==> src/rtl/gpio_irq_port.sv <==
module gpio_irq_port #(
  parameter int unsigned DW = 32,
  parameter int unsigned AW = 8
) (
  input  logic          clk,
  input  logic          rst_n,
  input  logic          wr_en,
  input  logic [AW-1:0] addr,
  input  logic [DW-1:0] wdata,
  output logic [DW-1:0] rdata,
  input  logic [DW-1:0] pad_in,
  output logic [DW-1:0] pad_out,
  output logic [DW-1:0] pad_oe,
  output logic          irq_lo,
  output logic          irq_hi
);
  localparam int unsigned HALF = DW / 2;
  localparam logic [AW-1:0] A_DATA = AW'(8'h00);
  localparam logic [AW-1:0] A_DIR  = AW'(8'h04);
  localparam logic [AW-1:0] A_PAD  = AW'(8'h08);
  localparam logic [AW-1:0] A_TRLO = AW'(8'h0C);
  localparam logic [AW-1:0] A_TRHI = AW'(8'h10);
  localparam logic [AW-1:0] A_MASK = AW'(8'h14);
  localparam logic [AW-1:0] A_STAT = AW'(8'h18);
  localparam logic [AW-1:0] A_BOTH = AW'(8'h1C);

  logic [DW-1:0] data_q, dir_q, trlo_q, trhi_q, mask_q, stat_q, both_q;
  logic [DW-1:0] meta_q, sync_q, hist_q;
  logic [DW-1:0] hit, clr;

  always_ff @(posedge clk or negedge rst_n) begin
    if (!rst_n) begin
      meta_q <= '0;
      sync_q <= '0;
      hist_q <= '0;
    end else begin
      meta_q <= pad_in;
      sync_q <= meta_q;
      hist_q <= sync_q;
    end
  end

  for (genvar i = 0; i < DW; i++) begin : g_pin
    localparam int unsigned F = 2 * (i % HALF);
    logic [1:0] mode;
    assign mode = (i < HALF) ? trlo_q[F+1:F] : trhi_q[F+1:F];
    always_comb begin
      if (both_q[i]) hit[i] = sync_q[i] ^ hist_q[i];
      else begin
        case (mode)
          2'b00:   hit[i] = ~sync_q[i];
          2'b01:   hit[i] = sync_q[i];
          2'b10:   hit[i] = sync_q[i] & ~hist_q[i];
          default: hit[i] = ~sync_q[i] & hist_q[i];
        endcase
      end
    end
  end

  assign clr = (wr_en && addr == A_STAT) ? wdata : '0;

  always_ff @(posedge clk or negedge rst_n) begin
    if (!rst_n) begin
      data_q <= '0;
      dir_q  <= '0;
      trlo_q <= '0;
      trhi_q <= '0;
      mask_q <= '0;
      stat_q <= '0;
      both_q <= '0;
    end else begin
      stat_q <= (stat_q & ~clr) | hit;
      if (wr_en) begin
        case (addr)
          A_DATA: data_q <= wdata;
          A_DIR:  dir_q  <= wdata;
          A_TRLO: trlo_q <= wdata;
          A_TRHI: trhi_q <= wdata;
          A_MASK: mask_q <= wdata;
          A_BOTH: both_q <= wdata;
          default: ;
        endcase
      end
    end
  end

  always_comb begin
    case (addr)
      A_DATA:  rdata = data_q;
      A_DIR:   rdata = dir_q;
      A_PAD:   rdata = sync_q;
      A_TRLO:  rdata = trlo_q;
      A_TRHI:  rdata = trhi_q;
      A_MASK:  rdata = mask_q;
      A_STAT:  rdata = stat_q;
      A_BOTH:  rdata = both_q;
      default: rdata = '0;
    endcase
  end

  assign pad_out = data_q;
  assign pad_oe  = dir_q;
  assign irq_lo  = |(stat_q[HALF-1:0] & mask_q[HALF-1:0]);
  assign irq_hi  = |(stat_q[DW-1:HALF] & mask_q[DW-1:HALF]);

  AST_STICKY_HOLD: assert property (@(posedge clk) disable iff (!rst_n)
    !(wr_en && addr == A_STAT) |=> ((stat_q & $past(stat_q)) == $past(stat_q)));
  AST_CLEAR_WRITTEN_ONLY: assert property (@(posedge clk) disable iff (!rst_n)
    (wr_en && addr == A_STAT) |=> ((~stat_q & $past(stat_q) & ~$past(wdata)) == '0));
  AST_BOTH_EDGE_SET: assert property (@(posedge clk) disable iff (!rst_n)
    ((both_q & (sync_q ^ hist_q)) != '0) |=>
      ((stat_q & $past(both_q & (sync_q ^ hist_q))) == $past(both_q & (sync_q ^ hist_q))));
  AST_LEVEL_HIGH_SETS: assert property (@(posedge clk) disable iff (!rst_n)
    (!both_q[0] && trlo_q[1:0] == 2'b01 && sync_q[0]) |=> stat_q[0]);
  AST_IRQ_QUIET: assert property (@(posedge clk) disable iff (!rst_n)
    (mask_q == '0) |-> (!irq_lo && !irq_hi));
endmodule

==> config.mk <==
export PLATFORM = sky130hd
export DESIGN_NAME = gpio_irq_port
export DESIGN_NICKNAME = d
export VERILOG_FILES = /design/src/rtl/gpio_irq_port.sv
export SDC_FILE = /design/constraint.sdc
export NUM_CORES = 1
export LEC_CHECK = 0
export BUFFER_PORTS_ARGS = -buffer_cell sky130_fd_sc_hd__buf_2
export CAP_MARGIN = 20
export CORE_ASPECT_RATIO = 0.9
export CORE_MARGIN = 10
export CORE_UTILIZATION = 52
export DETAILED_ROUTE_END_ITERATION = 8
export PLACE_DENSITY = 0.82
export SLEW_MARGIN = 20
export SYNTH_ARGS = -nofsm -noshare
export SYNTH_HDL_FRONTEND = slang
export SYNTH_SLANG_ARGS = --single-unit
==> constraint.sdc <==
create_clock -name clk -period 1.76 [get_ports clk]
set_input_delay 0.088 -clock clk [delete_from_list [all_inputs] [get_ports clk]]
set_output_delay 0.088 -clock clk [all_outputs]
set_load 0.05 [all_outputs]
==> After elaboration in Yosys (flattened, before gate mapping) <==
Cells that the tools add are included.
{ "classes": {"n_eq_ne": 71, "n_mux": 66, "n_bitwise": 165, "reduce_logical": 42} }
{ "ops": {"columns": ["operator", "n"], "rows": [
  ["$pmux 32 s8", 1],
  ["$pmux 1 s3", 32],
  ["$and 1x1->1", 64],
  ["$eq 2x1->1 const B", 32],
  ["$eq 2x2->1 const B", 32],
  ["$logic_not 2->1", 32],
  ["$not 1->1", 64],
  ["$and 16x16->16", 2],
  ["$and 32x32->32", 1],
  ["$eq 8x5->1 const B", 4],
  ["$mux 1", 32],
  ["$mux 32", 1],
  ["$not 32->32", 1],
  ["$or 32x32->32", 1],
  ["$reduce_or 16->1", 2],
  ["$xor 1x1->1", 32],
  ["$eq 8x4->1 const B", 2],
  ["$reduce_and 2->1", 6],
  ["$eq 8x3->1 const B", 1],
  ["$logic_not 8->1", 1],
  ["$logic_and 1x1->1", 1]
]} }
{ "word_totals": {"reg_bits": 320, "in_bits": 75, "output_inout_bits": 98, "wordCells": 354} }

==> Logic depth before layout (Yosys ltp) <==
{ "logic_depth": {"ltp_word": 6, "mapped_depth": 7} }

==> Worst setup path before layout <==
OpenSTA, ideal clock, no wires.
{ "synth_timing": {"kind": "input to output", "startpoint": "in addr[4]", "endpoint": "out rdata[10]", "arrival_time_ps": 2317, "slack_ps": -645, "cell_stages": 7, "path_buffers": 3, "path_cell_list": "buf_4 > nor4b_4 > and2_1 > buf_2 > buf_2 > a22oi_1 > o21ai_0"} }
{ "synth_via": {"elab_chain_len": 2, "word_cells_on_any_way": 9, "classes_between": "7 x eq/ne; 1 x mux; 1 x reduce/logical"} }
{ "synth_rtl": {"columns": ["item", "line", "rtl"], "rows": [
  ["from (decl)", "8", "input logic [AW-1:0] addr,"],
  ["$eq 8x5->1 (tied with other cells)", "88", "case (addr)"],
  ["$pmux 32 s8 *", "88", null],
  ["to (decl)", "10", "output logic [DW-1:0] rdata,"]
]} }
Mark *: on every way between the ends. The rest lies on a longest branch, timed or not.

==> Worst setup path in the final report <==
{ "layout_timing": {"startpoint": "reg data_q[7] (netlist: pad_out[7])", "endpoint": "out rdata[7]"} }
{ "layout_via": {"elab_chain_len": 1} }
{ "layout_rtl": {"columns": ["item", "line", "rtl"], "rows": [
  ["from (decl)", "27", "logic [DW-1:0] data_q, dir_q, trlo_q, trhi_q, mask_q, stat_q, both_q;"],
  ["from (signal assigned)", "75", "A_DATA: data_q <= wdata;"],
  ["$pmux 32 s8", "88", null]
]} }
Every way passes these cells.

==> impl_metrics.csv <==
group,metric,value,unit
routing,drt-initial-drc-count,1458,
critical_path,worstSetupStartpointType,"flip-flop",
critical_path,startpoint,"pad_out[7]",
power_and_ir_drop,irDropWorstVdd,0.695,mV
grt,grt_start_max_net_pins,59,
power_and_ir_drop,p_leak,9.90,nW
critical_path,cp_max_fo,2,
timing,timing.hold.ws,129,ps
critical_path,crit_required,1670,ps
grt,grt_first_pass_wirelength,76600,um
logic_synthesis,ys.warnings.count,0,
critical_path,reg2reg_slack,210,ps
floorplanning,die_y,182,um
grt,grt-ovfl-total,0,
layout,fillers,1795,
timing,slew_viol_final,0,
timing,finalCritPeriodShare,117,%
timing,relSlewSlack,63.5,%
routing,highest_layer,"met4",
min_path,hp-class,"input port to asynchronous set/reset pin",
critical_path,reg2regPathDepth,5,
routing,dr_wl_met2,23500,um
critical_path,cp_cell_sequence,"mux2_4 -> a222oi_1 -> o21ai_4 -> buf_6",
logic_synthesis,synthesis.area,15100,sq um
layout,area.growth.synth_to_final,34.0,%
grt,grt_pass1_vias,13000,
timing,setup_viol,32,
floorplanning,initial_utilization,52.5,%
routing,vias_per_cell,6.23,
layout,layout_commonest_cell,"dfrtp_1",
logic_synthesis,syn_area_per_cell,12.9,sq um
placement,numPortBuffers,172,
timing,rsz0062_at_grt,"true",
routing,met1_length,19400,um
floorplanning,fp.dieArea,36300,sq um
routing,vias,12100,
run,drv_cap,0,
critical_path,cp-endpoint,"rdata[7]",
logic_synthesis,synthArstFlopShare,100,%
logic_synthesis,ys_types,48,
clock_tree,clkSinkCount,320,
status,status,"finished with violations",
routing,ant_nets,0,
critical_path,cp_num_cells,4,
placement,place.gp.congestion,0.927,
logic_synthesis,synthCells,1176,
clock_tree,numCtsBuffers,35,
critical_path,worst-path-buf-inv,1,
floorplanning,io_pins,173,
logic_synthesis,synth_flop_cell,"dfrtp_1",
layout,final_cell_mix,"dfrtp_1 (300), mux2_2 (178), buf_4 (139)",
floorplanning,die_w,200,um
layout,drive_above_1_share,41.8,%
clock_tree,clock_latency,510,ps
logic_synthesis,synthDominantCellAreaShare,53.0,%
clock_tree,clockBufferDepth,3,
logic_synthesis,synth_top_cells_by_area,"dfrtp_1 (53%), mux2_2 (14%), ha_1 (5.3%), mux2i_1 (3.8%), mux2_1 (2.7%)",
critical_path,cp.arrival,1970,ps
floorplanning,core,28800,sq um
timing,fin_crit,2060,ps
routing,wl_met3,5080,um
timing,setup_slack,-295,ps
layout,fin_nets,1694,
critical_path,r2r_end,"stat_q[18]",
timing,worstMarginPinSlew,548,ps
placement,place_ws,-275,ps
critical_path,crit_path_end_kind,"output pin",
clock_tree,cts_max_level,2,
clock_tree,clkTransAtPathRegs,60,ps
logic_synthesis,synth_nets,1315,
floorplanning,rows,59,
status,violations,"negative setup slack",
grt,grt.total_usage,27.3,%
routing,drc,0,
routing,finalWirelength,50100,um
critical_path,slowest_delay,470,ps
timing,hold_viol_final,0,
routing,wl_per_cell,25.8,um
clock_tree,cts_tree,"done",
critical_path,crit_family,"compound AO/OA/AOI/OAI gates",
critical_path,crit_type,"flip-flop to output pin",
critical_path,r2r_start,"sync_q[18]",
layout,antenna_cells,0,
routing,drt-pass1-iter-count,6,
logic_synthesis,yosys.area.top_type,"dfrtp_1",
timing,skew,14.9,ps
logic_synthesis,ys_seq_area_share,53.0,%
clock_tree,cts_root_buf,"clkbuf_16",
grt,antenna_found_initial,0,
placement,dp_hpwl,32200,um
critical_path,cpMaxStageDelayCell,"a222oi_1",
power_and_ir_drop,power_density,872,nW/um^2
timing,fmax,487,MHz
logic_synthesis,synth.ff_latch_count,320,
logic_synthesis,synth-edff-count,0,
power breakdown:
group | switching, mW | internal [mW]
Combinational | 1.30 | 0.967
Sequential | 0.330 | 7.69
Clock | 2.95 | 4.44
Total | 4.57 | 13.1
cells by family after synthesis:
family                     after synthesis  synth area share (%)
DFF                                    320                  53.0
AOI/OAI and AO/OA                      214                  11.6
muxes                                  286                  21.0
buffers and inverters                  153                  4.16
and+or+nand+nor                        119                  3.86
adders and majority gates               64                  5.30
xor gates and xnor gates                20                  1.16
through the flow:
stage / power, mW / area [sq um] / utilization, % / instances / TNS, ps
3_3_place_gp: 9.92 / 17300 / 60.1 / 1737 / -20170
3_5_place_dp: 10.0 / 17300 / 60.1 / 1737 / -24560
6_report: 17.7 / 20300 / 70.4 / 1943 / -5530
4_1_cts: 17.6 / 20000 / 69.6 / 1925 / -5140
5_1_grt: 18.2 / 20300 / 70.4 / 1943 / -7140
2_1_floorplan: 9.14 / 15400 / - / 1176 / -1010
repair_timing:
item / CTS / global route
hold buffers: 65 / 0
gates cloned: 2 / 1
hold endpoints to repair: 510 / 0
buffers inserted: 62 / 20
resized for setup: 121 / 28
pin swaps: 41 / 24
setup endpoints to repair: 34 / 34
cell usage after synthesis, types with 3 or more instances:
library cell,count
a211oi_1,36
buf_4,4
mux2i_1,57
o21ai_0,16
a22o_1,36
xnor2_1,20
inv_1,96
nand2b_1,8
a222oi_1,16
a22oi_1,32
nand2_1,51
a221o_1,33
buf_2,14
dfrtp_1,320
a311oi_1,4
nand4_1,7
o22a_1,11
nor3_1,3
ha_1,64
a21oi_1,4
clkbuf_1,33
nand3_1,3
nor2_1,32
o211ai_1,12
a221oi_1,8
mux2_2,191
mux2_1,36
buf_1,3
buf_6,3
worst min path at each step:
stage | startpoint | end | cells after the start
6_report | rst_n | pad_out[14] | 2
5_1_grt | rst_n | trlo_q[31] | 2
4_1_cts | rst_n | pad_out[14] | 2
3_5_place_dp | rst_n | meta_q[1] | 1
3_3_place_gp | rst_n | meta_q[1] | 1
2_1_floorplan | rst_n | both_q[0] | 0
area by class of cell:
type	count	area, sq um	share of cell area, %
Timing Repair Buffer	399	3330	16.4
Clock inverter	11	138	0.679
Tap cell	366	458	2.26
Inverter	96	360	1.78
Sequential cell	320	8030	39.7
Multi-Input combinational cell	703	6930	34.2
Clock buffer	48	1010	4.97
state kept, by name (all words and copies together), names as in the netlist:
register and flops:
stat_q 32, pad_oe 32, mask_q 32, hist_q 32, meta_q 32, sync_q 32
trhi_q 32, pad_out 32, both_q 32, trlo_q 32
per-layer routing:
| layer | track usage, % | up-vias |
|---|---|---|
| li1 | - | 5080 |
| met1 | 34.7 | 6170 |
| met2 | 43.4 | 699 |
| met3 | 6.88 | 151 |
| met4 | 11.4 | 0 |
| met5 | 0 | - |
Power figures use the tool's default switching activity.
